===== src/rtl/tpc_pkg.sv =====
`timescale 1ns/1ps
package tpc_pkg;

  localparam logic [31:0] OPC_STOP = 32'h0600_0001;
  localparam logic [31:0] OPC_SLOW = 32'h1080_0001;
  localparam logic [31:0] OPC_FULL = 32'h1080_0000;

  typedef enum logic [1:0] {
    ST_RUN      = 2'd0,
    ST_STOPPING = 2'd1,
    ST_STANDBY  = 2'd2,
    ST_RESTART  = 2'd3
  } pwr_state_t;

  typedef struct packed {
    logic stop;
    logic slow;
    logic full;
  } op_cmd_t;

endpackage


===== src/rtl/tpc_decode.sv =====
`timescale 1ns/1ps
module tpc_decode
  import tpc_pkg::*;
(
  input  logic [31:0] op_word,
  input  logic        op_vld,
  input  logic        op_rd,
  input  logic        accept,
  output op_cmd_t     cmd
);

  logic fire;

  always_comb begin
    fire     = op_vld & op_rd & accept;
    cmd.stop = fire & (op_word == OPC_STOP);
    cmd.slow = fire & (op_word == OPC_SLOW);
    cmd.full = fire & (op_word == OPC_FULL);
  end

endmodule


===== src/rtl/tpc_rate_div.sv =====
`timescale 1ns/1ps
module tpc_rate_div #(
  parameter int DIV = 16
) (
  input  logic clk,
  input  logic rst_n,
  input  logic run,
  input  logic slow,
  input  logic clr,
  output logic tick
);

  localparam int DW = (DIV > 2) ? $clog2(DIV) : 1;
  localparam logic [DW-1:0] LAST_SLOW = DW'(DIV - 1);
  localparam logic [DW-1:0] LAST_FULL = '0;

  logic [DW-1:0] cnt_q, cnt_d;
  logic [DW-1:0] last;

  always_comb begin
    last = slow ? LAST_SLOW : LAST_FULL;
    tick = run && (cnt_q == last);
    if (clr || !run || tick) cnt_d = '0;
    else                     cnt_d = cnt_q + 1'b1;
  end

  always_ff @(posedge clk or negedge rst_n) begin
    if (!rst_n) cnt_q <= '0;
    else        cnt_q <= cnt_d;
  end

  AST_SLOW_TICK_SPACING: assert property (@(posedge clk) disable iff (!rst_n)
    (tick && slow && !clr) |=> !tick);

endmodule


===== src/rtl/tpc_wake_filter.sv =====
`timescale 1ns/1ps
module tpc_wake_filter #(
  parameter int NIRQ = 4,
  parameter int CW   = 7
) (
  input  logic            clk,
  input  logic            rst_n,
  input  logic [NIRQ-1:0] irq_n,
  input  logic            arm,
  input  logic [CW-1:0]   limit,
  output logic            wake
);

  logic [NIRQ-1:0] sync0_q, sync1_q;
  logic            any_low;
  logic [CW-1:0]   cnt_q, cnt_d;
  logic            at_limit;

  always_ff @(posedge clk or negedge rst_n) begin
    if (!rst_n) begin
      sync0_q <= '1;
      sync1_q <= '1;
    end else begin
      sync0_q <= irq_n;
      sync1_q <= sync0_q;
    end
  end

  always_comb begin
    any_low  = ~&sync1_q;
    at_limit = (cnt_q == limit - 1'b1);
    wake     = arm && any_low && at_limit;
    if (!arm || !any_low) cnt_d = '0;
    else if (at_limit)    cnt_d = cnt_q;
    else                  cnt_d = cnt_q + 1'b1;
  end

  always_ff @(posedge clk or negedge rst_n) begin
    if (!rst_n) cnt_q <= '0;
    else        cnt_q <= cnt_d;
  end

  AST_WAKE_NEEDS_HELD_IRQ: assert property (@(posedge clk) disable iff (!rst_n)
    wake |-> $past(any_low));

endmodule


===== src/rtl/tpc_phase_gen.sv =====
`timescale 1ns/1ps
module tpc_phase_gen (
  input  logic clk,
  input  logic rst_n,
  input  logic tick,
  output logic ph1,
  output logic ph2
);

  logic ph1_q, ph1_d;
  logic ph2_q, ph2_d;

  always_comb begin
    ph1_d = ph1_q;
    ph2_d = ph2_q;
    if (tick) begin
      ph1_d = ~ph1_q;
      ph2_d = ph1_q;
    end
  end

  always_ff @(posedge clk or negedge rst_n) begin
    if (!rst_n) begin
      ph1_q <= 1'b1;
      ph2_q <= 1'b0;
    end else begin
      ph1_q <= ph1_d;
      ph2_q <= ph2_d;
    end
  end

  assign ph1 = ph1_q;
  assign ph2 = ph2_q;

  AST_PHASE_OPPOSITE: assert property (@(posedge clk) disable iff (!rst_n)
    ph2_q == !ph1_q);

  AST_TICK_FLIPS_PH1: assert property (@(posedge clk) disable iff (!rst_n)
    tick |=> (ph1_q != $past(ph1_q)));

endmodule


===== src/rtl/tpc_power_ctl.sv =====
`timescale 1ns/1ps
module tpc_power_ctl
  import tpc_pkg::*;
#(
  parameter int DIV       = 16,
  parameter int NIRQ      = 4,
  parameter int WAKE_PERS = 2
) (
  input  logic            clk,
  input  logic            rst_n,
  input  logic [NIRQ-1:0] irq_n,
  input  logic            emu_mode,
  input  logic [31:0]     op_word,
  input  logic            op_vld,
  input  logic            op_rd,
  output logic            ph1,
  output logic            ph2,
  output logic            standby,
  output logic            bus_idle
);

  localparam int PER_FULL  = 2;
  localparam int PER_SLOW  = 2 * DIV;
  localparam int WAKE_FULL = WAKE_PERS * PER_FULL;
  localparam int WAKE_SLOW = WAKE_PERS * PER_SLOW;
  localparam int CW        = $clog2(WAKE_SLOW + 1);

  // reset: asserted at once, released after two clock edges
  logic [1:0] rst_sync_q;
  logic       rst_l;

  always_ff @(posedge clk or negedge rst_n) begin
    if (!rst_n) rst_sync_q <= '0;
    else        rst_sync_q <= {rst_sync_q[0], 1'b1};
  end
  assign rst_l = rst_sync_q[1];

  pwr_state_t    state_q, state_d;
  logic          slow_q, slow_d;
  logic [CW-1:0] rcnt_q, rcnt_d;
  op_cmd_t       cmd;
  logic          tick, run, rate_clr, wake;
  logic [CW-1:0] wake_lim, per_lim;

  tpc_decode u_decode (
    .op_word (op_word),
    .op_vld  (op_vld),
    .op_rd   (op_rd),
    .accept  (state_q == ST_RUN),
    .cmd     (cmd)
  );

  assign run      = (state_q == ST_RUN) || (state_q == ST_STOPPING);
  assign rate_clr = cmd.slow || cmd.full;

  tpc_rate_div #(.DIV(DIV)) u_div (
    .clk   (clk),
    .rst_n (rst_l),
    .run   (run),
    .slow  (slow_q),
    .clr   (rate_clr),
    .tick  (tick)
  );

  assign wake_lim = slow_q ? CW'(WAKE_SLOW) : CW'(WAKE_FULL);
  assign per_lim  = slow_q ? CW'(PER_SLOW)  : CW'(PER_FULL);

  tpc_wake_filter #(.NIRQ(NIRQ), .CW(CW)) u_wake (
    .clk   (clk),
    .rst_n (rst_l),
    .irq_n (irq_n),
    .arm   (state_q == ST_STANDBY),
    .limit (wake_lim),
    .wake  (wake)
  );

  tpc_phase_gen u_phase (
    .clk   (clk),
    .rst_n (rst_l),
    .tick  (tick),
    .ph1   (ph1),
    .ph2   (ph2)
  );

  // next-state logic
  always_comb begin
    state_d = state_q;
    slow_d  = slow_q;
    rcnt_d  = '0;
    if (cmd.slow) slow_d = 1'b1;
    if (cmd.full) slow_d = 1'b0;
    unique case (state_q)
      ST_RUN: begin
        if (cmd.stop && !emu_mode) state_d = ST_STOPPING;
      end
      ST_STOPPING: begin
        // freeze on the edge that drives ph1 high
        if (tick && !ph1) state_d = ST_STANDBY;
      end
      ST_STANDBY: begin
        if (wake) state_d = ST_RESTART;
      end
      ST_RESTART: begin
        if (rcnt_q == per_lim - 1'b1) state_d = ST_RUN;
        else                          rcnt_d  = rcnt_q + 1'b1;
      end
      default: state_d = ST_RUN;
    endcase
  end

  // state registers
  always_ff @(posedge clk or negedge rst_l) begin
    if (!rst_l) begin
      state_q <= ST_RUN;
      slow_q  <= 1'b0;
      rcnt_q  <= '0;
    end else begin
      state_q <= state_d;
      slow_q  <= slow_d;
      rcnt_q  <= rcnt_d;
    end
  end

  assign standby  = (state_q == ST_STANDBY) || (state_q == ST_RESTART);
  assign bus_idle = standby;

  AST_STANDBY_PHASE_LEVEL: assert property (@(posedge clk) disable iff (!rst_l)
    standby |-> (ph1 && !ph2));

  AST_STANDBY_NO_TICK: assert property (@(posedge clk) disable iff (!rst_l)
    standby |-> !tick);

  AST_EMU_KEEPS_RUNNING: assert property (@(posedge clk) disable iff (!rst_l)
    (state_q == ST_RUN && emu_mode && op_vld && op_rd && op_word == OPC_STOP)
      |=> (state_q == ST_RUN));

  AST_STAY_STOPPED_NO_IRQ: assert property (@(posedge clk) disable iff (!rst_l)
    (state_q == ST_STANDBY && (&irq_n) && $stable(irq_n)) |=> standby);

  AST_RATE_HELD_WHILE_STOPPED: assert property (@(posedge clk) disable iff (!rst_l)
    (standby && $past(standby)) |-> $stable(slow_q));

endmodule


===== config.mk =====
export PLATFORM = sky130hd
export DESIGN_NAME = tpc_power_ctl
export DESIGN_NICKNAME = d
export VERILOG_FILES = /design/src/rtl/tpc_pkg.sv /design/src/rtl/tpc_decode.sv /design/src/rtl/tpc_rate_div.sv /design/src/rtl/tpc_wake_filter.sv /design/src/rtl/tpc_phase_gen.sv /design/src/rtl/tpc_power_ctl.sv
export SDC_FILE = /design/constraint.sdc
export NUM_CORES = 1
export LEC_CHECK = 0
export ABC_AREA = 1
export BUFFER_PORTS_ARGS = -buffer_cell sky130_fd_sc_hd__buf_2
export CORE_ASPECT_RATIO = 2
export CORE_MARGIN = 1.5
export CORE_UTILIZATION = 30
export CTS_CLUSTER_SIZE = 40
export DETAILED_ROUTE_END_ITERATION = 10
export PLACE_DENSITY = 0.52
export SYNTH_ARGS = -nofsm -noshare
export SYNTH_HDL_FRONTEND = slang
export SYNTH_SLANG_ARGS = --single-unit

===== constraint.sdc =====
create_clock -name clk -period 1.1 [get_ports clk]
set_input_delay 0 -clock clk [delete_from_list [all_inputs] [get_ports clk]]
set_output_delay 0 -clock clk [all_outputs]
set_load 0.005 [all_outputs]

Word-level counts from Yosys, hierarchy flattened
Cells that the tools add are included.
{"block": "word_totals", "ff_bits": 33, "input_bits": 41, "output_inout_bits": 4}
{"block": "op_classes", "add_sub_neg": 5, "n_eq_ne": 14, "muxes": 15, "bitwise": 6, "n_reduce_logical": 20}
{"operator": "$eq A32 B29 Y1 const B", "n": 2}
{"operator": "$mux W7", "n": 5}
{"operator": "$eq A32 B27 Y1 const B", "n": 1}
{"operator": "$add A7 B1 Y7 const B", "n": 2}
{"operator": "$eq A7 B7 Y1", "n": 2}
{"operator": "$mux W2", "n": 4}
{"operator": "$mux W4", "n": 2}
{"operator": "$ne A2 B2 Y1 const B", "n": 4}
{"operator": "$pmux W2 S4", "n": 1}
{"operator": "$reduce_and A4 Y1", "n": 2}
{"operator": "$sub A6 B1 Y7 const B", "n": 1}
{"operator": "$sub A7 B1 Y7 const B", "n": 1}
{"operator": "$logic_or A1 B1 Y1", "n": 6}
{"operator": "$mux W6", "n": 1}
{"operator": "$and A1 B1 Y1", "n": 5}
{"operator": "$logic_and A1 B1 Y1", "n": 5}
{"operator": "$logic_not A1 Y1", "n": 5}
{"operator": "$add A4 B1 Y4 const B", "n": 1}
{"operator": "$eq A2 B2 Y1 const B", "n": 2}
{"operator": "$eq A4 B4 Y1", "n": 1}
{"operator": "$eq A2 B1 Y1 const B", "n": 1}
{"operator": "$logic_not A2 Y1", "n": 1}
{"operator": "$mux W1", "n": 2}
{"operator": "$ne A2 B1 Y1 const B", "n": 1}
{"operator": "2 further kinds", "n": 2}

Longest topological paths before layout
Gate-level depths: netlist of run 1.
{"block": "depth", "ltp_word": 7, "mapped_depth": 11, "ltp_nobuf": 11}

Cells and area by module
A second synthesis of run 1 with hierarchy kept.
{"block": "hier_totals", "cells_unflattened": 283, "area_unflattened_um2": 2075.7}
{"module": "tpc_wake_filter", "n_inst": 1, "cells_each": 122, "area_per_inst_um2": 915.9, "seq_area_each_um2": 385.4}
{"module": "tpc_power_ctl", "n_inst": 1, "cells_each": 76, "area_per_inst_um2": 661.9, "seq_area_each_um2": 300.3}
{"module": "tpc_rate_div", "n_inst": 1, "cells_each": 26, "area_per_inst_um2": 225.2, "seq_area_each_um2": 100.1}
{"module": "tpc_decode", "n_inst": 1, "cells_each": 49, "area_per_inst_um2": 191.4, "seq_area_each_um2": 0.0}
{"module": "tpc_phase_gen", "n_inst": 1, "cells_each": 10, "area_per_inst_um2": 81.3, "seq_area_each_um2": 51.3}

Worst setup path before layout of run 1
OpenSTA, ideal clock, no wires.
{"block": "synth_path", "path_kind": "register to register", "from": "reg state_q[0]", "to": "reg state_q[0]", "t_arrival_ps": 1350, "t_required_ps": 979, "slack_ps": -371, "stages_incl_launch_ff": 12, "path_buffers": 0, "period_less_slack_ps": 1471, "path_cell_list": "dfrtp_1 inv_1 ha_1 nand3_1 nor2_1 nand2_1 nor2_1 nand2_1 nand2_1 nand2_1 o21bai_1 nand2_1"}
{"block": "synth_via", "elab_chain_cells": 6}
{"item": "from (decl)", "line_no": "tpc_power_ctl.sv:38", "source": "pwr_state_t state_q, state_d;"}
{"item": "from (signal assigned)", "line_no": "tpc_power_ctl.sv:118", "source": "state_q <= state_d;"}
{"item": "$logic_not A2 Y1 or $eq A2 B1 Y1 (tied branches)", "line_no": "tpc_power_ctl.sv:49, tpc_power_ctl.sv:53, tpc_power_ctl.sv:92"}
{"item": "$and A1 B1 Y1 or $logic_or A1 B1 Y1 (tied branches)", "line_no": "tpc_decode.sv:15, tpc_power_ctl.sv:53"}
{"item": "$and A1 B1 Y1 or $logic_and A1 B1 Y1 (tied branches)", "line_no": "tpc_decode.sv:16, tpc_rate_div.sv:22"}
{"item": "$logic_and A1 B1 Y1, on equally long branches", "line_no": "tpc_power_ctl.sv:94, tpc_power_ctl.sv:98"}
{"item": "$ne A2 B2 Y1 (no line) or $ne A2 B1 Y1 (tied branches)"}
{"item": "$reduce_and A4 Y1 (no line)"}
Parallel ways exist; a longest one is shown, timed or not.
A chain may end at the register's enable or synchronous reset.

Final worst setup path of run 1
{"block": "layout_path", "from": "reg state_q[1]", "to": "reg state_q[0]"}
Same word-level chain as after synthesis.

==> results of run 1 <==
==> metrics by stage <==
step	utilization [%]	cell area, µm²	std cells	total power [mW]	setup WS, ns
after floorplan	-	1799	220	1.313	-0.2521
after global placement	41.92	2394	363	1.408	-0.3603
after detailed placement	41.92	2394	363	1.411	-0.3954
after CTS	47.93	2736	382	3.071	-0.3706
after global routing	50.54	2885	388	3.135	-0.5062
final	50.54	2885	388	3.029	-0.3974
==> Yosys cell counts (all sizes together) <==
library cell	count	area [µm²]
or2	2	12.51
nand4	3	18.77
ha	7	87.58
o21ai	10	53.80
dfrtp	24	600.6
and2	2	12.52
xnor2	2	17.52
nor3	6	30.03
a21boi	1	7.510
inv	30	112.6
nand2	54	222.7
nor3b	2	15.01
dfstp	9	236.5
o21bai	3	22.52
a21oi	6	33.78
nor2	41	161.4
conb	1	3.750
a22oi	1	7.510
xor2	3	26.28
nand3	12	75.07
buf	1	7.510
==> worst min-delay path by stage <==
stage | slack [ns] | endpoint | cells past startpoint | start
after floorplan | -0.30 | rst_sync_q[0] | 0 | rst_n
after global placement | -0.22 | rst_sync_q[0] | 1 | rst_n
after detailed placement | -0.21 | rst_sync_q[0] | 1 | rst_n
after CTS | 0.02 | rst_sync_q[0] | 2 | rst_n
after global routing | 0.04 | rst_sync_q[0] | 2 | rst_n
final | 0.03 | rst_sync_q[0] | 2 | rst_n
==> area by class of cell <==
cell class | instances | area (µm²)
clock buffer | 5 | 125.1
clock inverter | 3 | 46.29
fill | 570 | 2824
inverter | 30 | 115.1
multi-input combinational | 156 | 988.4
sequential | 33 | 838.3
tap | 61 | 76.32
timing repair buffer | 100 | 695.7
==> timing repair <==
item / in CTS / in global routing
pin swaps: 18 / 18
setup endpoints to repair: 24 / 24
hold endpoints to repair: 6 / 0
resized for setup: 26 / 28
hold buffers: 5 / 0
setup buffers: 6 / 6
==> state kept, by name, indices dropped and copies added (netlist names) <==
register and count:
rcnt_q 7, rst_sync_q 2, slow_q 1, state_q 2, u_div.cnt_q 4, u_phase.ph1 1, u_phase.ph2 1, u_wake.cnt_q 7
u_wake.sync0_q 4, u_wake.sync1_q 4
==> cells by family after synthesis <==
kind of cell | synth area share [%]
other | 0.2124
AND/OR/NAND/NOR | 31.04
flip-flops | 47.41
AO/OA/AOI/OAI | 7.087
adder cells (fa/ha/maj) | 4.961
buffers and inverters | 6.804
XOR/XNOR | 2.481
==> critical path, cell delays in order, from the launching register on <==
cell     delay (ns)
dfrtp_1        0.39
inv_2          0.07
buf_4          0.13
buf_6          0.11
ha_4           0.16
inv_4          0.06
nand2_4        0.05
nand3_2        0.06
nand2_1        0.06
nand2_2        0.08
inv_1          0.06
nand3_1        0.09
nand2_1        0.05
==> where the power goes <==
part / total, mW / internal, mW / switching, mW
Sequential: 1.25 / 1.24 / 0.00588
Clock: 1.63 / 1.07 / 0.558
Combinational: 0.149 / 0.0824 / 0.0667
==> per-layer routing <==
metal / global-route usage [%] / vias to the layer above / routed length (µm)
li1: - / 897 / -
met5: 0 / - / 0
met3: 2.555 / 8 / 161
met1: 13.61 / 806 / 1490
met2: 30.65 / 46 / 2617
met4: 7.752 / 0 / 116
==> flow_summary.yaml, run 1 <==
outcome:
  status: "finished with violations"
  violations: "setup timing"
drt:
  post_drt_wl_per_cell_um: 11.30
  drt-initial-drc-count: 22
  vias_per_cell: 4.528
  drc: 0
  dr_total_vias: 1757
  drt_first_pass_iters: 4
  postRouteAntennaNets: 0
  wl_um: 4385
die:
  die_w_um: 57.25
  fp-row-count: 39
  die-area_mm2: 0.006382
  initial_core_util_pct: 30.92
  core_region_area_mm2: 0.005709
  die_h_um: 111.5
  io_pins: 45
setup_path:
  cp.required_ns: 1.27
  r2r-start: "state_q[1]"
  crit_start: "state_q[1]"
  timing.rr.end: "state_q[0]"
  critPathCapture: "state_q[0]"
  crit_path_end_kind: "flip-flop"
  path_class: "reg2reg"
  r2r_slack_ns: -0.40
  reg2regPathDepth: 12
  cp.arrival_ns: 1.67
  crit_path_start_kind: "flip-flop"
  crit_fanout: 3
clock_network:
  numCtsBuffers: 5
  cts_tree: "done"
  clock_sinks: 33
  root_buffer: "clkbuf_16"
  clock_path_buffers: 2
  cts.reportedPaths.clkPinSlew_ns: 0.06
  cts_max_level: 2
  clk-insertion-delay-late_ns: 0.28
placement:
  io_buffers: 44
  gp_routability_congestion: 0.7548
  hpwl_um: 3401
final_layout:
  drive_gt1_share_pct: 50.76
  layout_common_cells: "buf_2 (44), buf_4 (42), nor2_1 (39), nand2_1 (38), dfrtp_1 (23)"
  diodes: 0
  final_common_cell: "buf_2"
  final_nets: 374
  syn_to_final_growth_pct: 63.43
global_routing:
  gr-total-overflow: 0
  grt_start_max_net_pins: 32
  antenna_found_initial: 0
  gr-usage-all-layers_pct: 15.32
  first_global_vias: 1845
  grt_pass1_wl_um: 7541
logic_synthesis:
  avgSynthCellArea_um2: 8.025
  syn_inst: 220
  ys_warn_count: 0
  ys_types: 30
  syn_area_mm2: 0.001765
  synth_nets: 268
  synth-seq-cells: 33
  ys_seq_area_share_pct: 47.41
sta:
  finalMaxSlewViolations: 0
  finalWorstSetupSlack_ns: -0.3974
  fin_crit_ns: 1.497
  tns_ns: -5.668
  rsz0062_at_grt: "yes"
  finalClockSkew_ns: 0.002511
  fin_hold_ws_ns: 0.02518
  post-route-period-util_pct: 136.1
  clock.fmax_ghz: 0.6678
  final-setup-viol-count: 24
  hold_violations: 0
run:
  drv_cap: 0
power:
  p_leak_nw: 1.380
  ir_drop_mv: 0.9873
  power_density_mw_per_mm2: 1050
min_path:
  hold_class: "in2async"
No activity file was read; power rests on OpenSTA's default activity.
==> run 2, diff against run 1 <==
--- a/config.mk
+++ b/config.mk
@@ -6,10 +6,11 @@
 export NUM_CORES = 1
 export LEC_CHECK = 0
 export ABC_AREA = 1
-export BUFFER_PORTS_ARGS = -buffer_cell sky130_fd_sc_hd__buf_2
+export BUFFER_PORTS_ARGS = -buffer_cell sky130_fd_sc_hd__buf_4
 export CORE_ASPECT_RATIO = 2
 export CORE_MARGIN = 1.5
 export CORE_UTILIZATION = 30
+export CTS_BUF_LIST = sky130_fd_sc_hd__clkbuf_2
 export CTS_CLUSTER_SIZE = 40
 export DETAILED_ROUTE_END_ITERATION = 10
 export PLACE_DENSITY = 0.52
==> run 2 against run 1 <==
  * The run ends with hold timing, setup timing left
  * Count of clock-buffer cells in the layout did not move
  * Via count increased by 4.3%
  * Sequential share of layout area shrank 2.3 points
  * Cell area grew 8.8%
  * First-iteration DRC count increased by 18%
==> flow_summary.yaml, run 2 (synthesis results as in run 1) <==
sta:
  finalMaxSlewViolations: 0
  tns_ns: -6.504
  clock.fmax_ghz: 0.6703
  finalWorstSetupSlack_ns: -0.3918
  post-route-period-util_pct: 135.6
  rsz0062_at_grt: "yes"
  final-setup-viol-count: 25
  finalClockSkew_ns: 0.009776
  fin_crit_ns: 1.492
  fin_hold_ws_ns: -0.0007247
  hold_violations: 1
die:
  core_region_area_mm2: 0.005709
  initial_core_util_pct: 30.92
  die_h_um: 111.5
  io_pins: 45
  die-area_mm2: 0.006382
  die_w_um: 57.25
  fp-row-count: 39
setup_path:
  r2r_slack_ns: -0.39
  crit_path_start_kind: "flip-flop"
  r2r-start: "state_q[0]"
  crit_fanout: 3
  cp.arrival_ns: 1.49
  path_class: "reg2out"
  reg2regPathDepth: 11
  crit_path_end_kind: "output pin"
  cp.required_ns: 1.10
  timing.rr.end: "state_q[1]"
final_layout:
  multi_input_area_mm2: 0.001050
  nFillCells: 540
  layout_common_cells: "buf_4 (92), nand2_1 (37), nor2_1 (36), dfrtp_1 (22), inv_1 (20)"
  ff_latch_area_um2: 839.6
  reg_top3: "rcnt_q (7), u_wake.cnt_q (7)"
  syn_to_final_growth_pct: 77.75
  drive_gt1_share_pct: 53.62
  final_nets: 392
  final_common_cell: "buf_4"
placement:
  place_ws_ns: -0.3888
  gp_routability_congestion: 0.8082
  hpwl_um: 3337
  io_buffers: 44
power:
  ir_drop_mv: 0.5581
  power.total_mw: 2.320
  p_leak_nw: 1.455
  power_density_mw_per_mm2: 739.3
drt:
  postRouteAntennaNets: 0
  vias_per_cell: 4.504
  wl_um: 4879
  drt_first_pass_iters: 4
  drt-initial-drc-count: 26
  drc: 0
  dr_total_vias: 1833
  post_drt_wl_per_cell_um: 11.99
run:
  drv_cap: 0
global_routing:
  first_global_vias: 1964
  gr-usage-all-layers_pct: 16.19
  gr-total-overflow: 0
  antenna_found_initial: 1
  grt_pass1_wl_um: 8059
  grt_start_max_net_pins: 32
min_path:
  min-delay-start: "op_word[3]"
  hold_class: "in2reg"
  hold_path_depth: 6
  holdPathEnd: "slow_q"
outcome:
  status: "finished with violations"
  violations: "hold timing, setup timing"
clock_network:
  cts.reportedPaths.clkPinSlew_ns: 0.19
  numCtsBuffers: 5
  clk-insertion-delay-late_ns: 0.40
  root_buffer: "clkbuf_2"
  clock_path_buffers: 2
  clock_sinks: 33
  cts_tree: "done"
  cts_max_level: 2
run 2: stage by stage:
step | util [%] | area, µm² | cells
CTS | 51.30 | 2929 | 395
global route | 54.96 | 3138 | 407
floorplan | - | 1799 | 220
detailed placement | 43.72 | 2496 | 362
global placement | 43.72 | 2496 | 362
finish | 54.96 | 3138 | 407
run 2: critical path, stage by stage (launching register included):
cell and delay [ns]:
dfrtp_1 0.43, inv_2 0.12, ha_4 0.16, buf_6 0.10
inv_2 0.03, buf_4 0.12, nand2_2 0.05, buf_4 0.10
run 2: how the worst max path moves through the flow:
stage	startpoint	endpoint	slack (ns)	cells after the start
6_report	state_q[0]	standby	-0.39	7
5_1_grt	state_q[1]	state_q[1]	-0.51	11
4_1_cts	state_q[1]	state_q[1]	-0.43	11
3_5_place_dp	state_q[1]	u_div.cnt_q[1]	-0.39	9
3_3_place_gp	state_q[1]	u_div.cnt_q[3]	-0.37	9
2_1_floorplan	state_q[1]	state_q[0]	-0.25	11
run 2: where the power goes:
| group | total, mW | internal [mW] | switching [mW] | leakage [nW] |
|---|---|---|---|---|
| sequential | 1.25 | 1.25 | 0.00589 | 0.395 |
| clock | 0.865 | 0.387 | 0.478 | 0.0392 |
| combinational | 0.204 | 0.133 | 0.0706 | 1.02 |
run 2: repair_timing:
action	4_1_cts	5_1_grt
endpoints found under the hold margin	7	0
gates resized for setup	42	32
buffers inserted	15	12
pin swaps	12	24
hold buffers	10	0
endpoints found under the setup margin	25	25
run 2: layout make-up:
type | instances | share of cell area, %
Tap cell | 61 | 2.432
Multi-Input combinational cell | 156 | 33.45
Clock inverter | 3 | 1.475
Sequential cell | 33 | 26.75
Clock buffer | 5 | 0.7974
Inverter | 30 | 3.668
Timing Repair Buffer | 118 | 31.34
Antenna cell | 1 | 0.07974
run 2: metal layers:
metal / share of wire (%) / vias up / track usage, % / routed length [µm]
met2: 61 / 47 / 33.26 / 2994
met4: 2.6 / 0 / 7.287 / 125
met1: 33 / 842 / 14.53 / 1632
li1: - / 936 / - / -
met3: 2.6 / 8 / 1.858 / 126
met5: 0 / - / 0 / 0
==> run 3, diff against run 2 <==
--- a/config.mk
+++ b/config.mk
@@ -13,7 +13,8 @@
 export CTS_BUF_LIST = sky130_fd_sc_hd__clkbuf_2
 export CTS_CLUSTER_SIZE = 40
 export DETAILED_ROUTE_END_ITERATION = 10
-export PLACE_DENSITY = 0.52
+export PLACE_DENSITY = 0.51
 export SYNTH_ARGS = -nofsm -noshare
 export SYNTH_HDL_FRONTEND = slang
+export SYNTH_HIERARCHICAL = 1
 export SYNTH_SLANG_ARGS = --single-unit
==> run 3 against run 2 <==
  * The run ends with setup timing left
  * Setup slack worse by 0.23 ns
  * Clock power is 1% higher
  * Maximum frequency is 13% lower
  * Synthesized cell count is 29% higher
  * First-iteration DRC count is 150% higher
  * Core utilization is 2.8 points lower
  * Cell count is 23% higher
  * Largest cell class unchanged
==> flow_summary.yaml, run 3 <==
die:
  die-area_mm2: 0.007458
  core_region_area_mm2: 0.006674
  die_h_um: 120.6
  fp-row-count: 42
  io_pins: 45
  initial_core_util_pct: 31.10
  die_w_um: 61.82
final_layout:
  reg_top3: "rcnt_q (7), u_wake/cnt_q (7)"
  final_common_cell: "buf_4"
  final_nets: 459
  layout_common_cells: "buf_4 (89), nand2_1 (55), nor2_1 (44), inv_1 (31), dfrtp_1 (21)"
  drive_gt1_share_pct: 47.32
  nFillCells: 664
  fin_area_mm2: 0.003481
  syn_to_final_growth_pct: 67.69
setup_path:
  r2r-start: "slow_q"
  crit_fanout: 5
  cp.required_ns: 1.43
  cp.arrival_ns: 2.05
  timing.rr.end: "state_q[1]"
  path_cells: "inv_4 -> inv_2 -> nand2_2 -> nand2_2 -> nand2_2 -> nand3_2 -> nor2_4 -> nand2_4 -> nor2_4 -> o21ai_2 -> nor2_2 -> nand2_2 -> nand2_1 -> nand2_1"
  worst_path_dominant_cell_family: "simple AND/OR/NAND/NOR gates"
  slowest_delay_ns: 0.49
  crit_slowest_cell: "dfrtp_2"
  cp.depth: 14
  r2r_slack_ns: -0.62
  reg2regPathDepth: 14
  path_buf_inv: 2
  crit_path_end_kind: "flip-flop"
  critPathMostFrequentCell: "nand2_2"
  crit_path_start_kind: "flip-flop"
  path_class: "reg2reg"
clock_network:
  clock_path_buffers: 2
  cts.reportedPaths.clkPinSlew_ns: 0.20
  numCtsBuffers: 5
  clk-insertion-delay-late_ns: 0.41
  cts_max_level: 2
  root_buffer: "clkbuf_2"
  clock_sinks: 33
  cts_tree: "done"
global_routing:
  antenna_found_initial: 1
  first_global_vias: 2191
  gr-total-overflow: 0
  grt_pass1_wl_um: 9163
  grt_start_max_net_pins: 32
  gr-usage-all-layers_pct: 16.64
drt:
  drt_first_pass_iters: 4
  post_drt_wl_per_cell_um: 10.80
  dr_total_vias: 2123
  drc: 0
  postRouteAntennaNets: 0
  drt-initial-drc-count: 64
  wl_um: 5388
  vias_per_cell: 4.255
sta:
  finalWorstSetupSlack_ns: -0.6202
  finalMaxSlewViolations: 0
  fin_hold_ws_ns: 0.04862
  hold_violations: 0
  clock.fmax_ghz: 0.5813
  tns_ns: -8.634
  final-setup-viol-count: 23
  post-route-period-util_pct: 156.4
  finalClockSkew_ns: 0.01224
  rsz0062_at_grt: "yes"
  fin_crit_ns: 1.720
min_path:
  hold_path_depth: 6
  holdPathEnd: "slow_q"
  min-delay-start: "op_word[0]"
  hold_class: "in2reg"
logic_synthesis:
  syn_inst: 283
  synthArstFlopShare_pct: 100.0
  yosysTopAreaCell: "dfrtp_1"
  synth_top_area_share_pct: 28.93
  synth-edff-count: 0
  yosys_most_used_dff: "dfrtp_1"
  synth-seq-cells: 33
  syn_area_mm2: 0.002076
  netlist_top_cells_area: "dfrtp_1 (29%), nand2_1 (12%), dfstp_2 (11%), nor2_1 (10%), inv_1 (7.2%)"
  ys_seq_area_share_pct: 40.33
  synth_common_cells: "nand2_1 (64), nor2_1 (58), inv_1 (40)"
  avgSynthCellArea_um2: 7.335
  ys_warn_count: 6
  ys_types: 28
  synth_most_common_cell: "nand2_1"
run:
  drv_cap: 0
power:
  power.total_mw: 2.398
  power_density_mw_per_mm2: 689.0
  ir_drop_mv: 0.5892
  p_leak_nw: 1.706
placement:
  hpwl_um: 3959
  io_buffers: 44
  place_area_mm2: 0.002925
  gp_routability_congestion: 0.8169
outcome:
  violations: "setup timing"
  status: "finished with violations"
[run 3: cell types whose count changed in the layout (fill, tap and decap cells not counted), sizes merged, moves of 7 or more]
cell / previous run / this run
o21ai: 10 / 3
buf: 108 / 100
nand3: 12 / 26
nand2: 54 / 69
nor2: 41 / 64
conb: 1 / 18
inv: 30 / 42
[run 3: how the worst max path moves through the flow]
| stage | endpoint | from | slack, ns |
|---|---|---|---|
| after global placement | state_q[0] | state_q[0] | -0.61 |
| after detailed placement | state_q[1] | state_q[1] | -0.68 |
| final | state_q[1] | slow_q | -0.62 |
| after floorplan | state_q[0] | slow_q | -0.63 |
| after CTS | state_q[0] | state_q[1] | -0.59 |
| after global routing | state_q[1] | state_q[1] | -0.75 |
[run 3: cells by family after synthesis]
logic type,after synthesis,synth area share [%]
simple gates,174,37.67
buf+inv,46,8.619
flops,33,40.33
xor+xnor,14,5.907
fa+ha+maj,9,5.425
compound gates,5,1.688
other cells,2,0.3618
[run 3: tightest hold or removal path: cells and delay by family]
kind          cells  cell delay (ns)
simple gates      4             0.25
buf+inv           2             0.20
[run 3: cell type report]
type	count	area, µm²	area share [%]
antenna	1	2.502	0.07189
clock buffer	5	25.02	0.7189
clock inverter	3	46.29	1.330
inverter	42	165.2	4.745
multi-input combinational	220	1420	40.80
sequential	33	840.8	24.16
tap	88	110.1	3.163
timing repair buffer	107	870.8	25.02
[run 3: what timing repair did]
action                                 4_1_cts  5_1_grt
hold buffers                                 7        0
gates cloned                                 0        0
gates resized for setup                     38       53
endpoints found under the hold margin        8        0
pin swaps                                   22       29
buffers inserted                             6        7
setup endpoints to repair                   26       26
[run 3: per-layer routing]
layer  global-route usage, %  vias to the layer above  part of all wire (%)
met5                       0                        -                     0
met4                   9.309                        0                   3.6
met2                   30.53                       58                    59
met3                   2.888                        9                   3.5
met1                   16.11                      956                    34
li1                        -                     1100                     -
[run 3: stage by stage]
step	std cells	worst slack, ns	utilization [%]
floorplan	299	-0.6324	-
global placement	473	-0.6123	43.83
detailed placement	473	-0.6785	43.83
CTS	493	-0.5937	48.46
global route	499	-0.7544	52.16
finish	499	-0.6202	52.16
[run 3: power by group]
group / total, mW / internal [mW] / switching (mW)
Sequential: 1.25 / 1.25 / 0.00642
Clock: 0.876 / 0.387 / 0.489
Combinational: 0.271 / 0.152 / 0.119
Total: 2.40 / 1.78 / 0.615
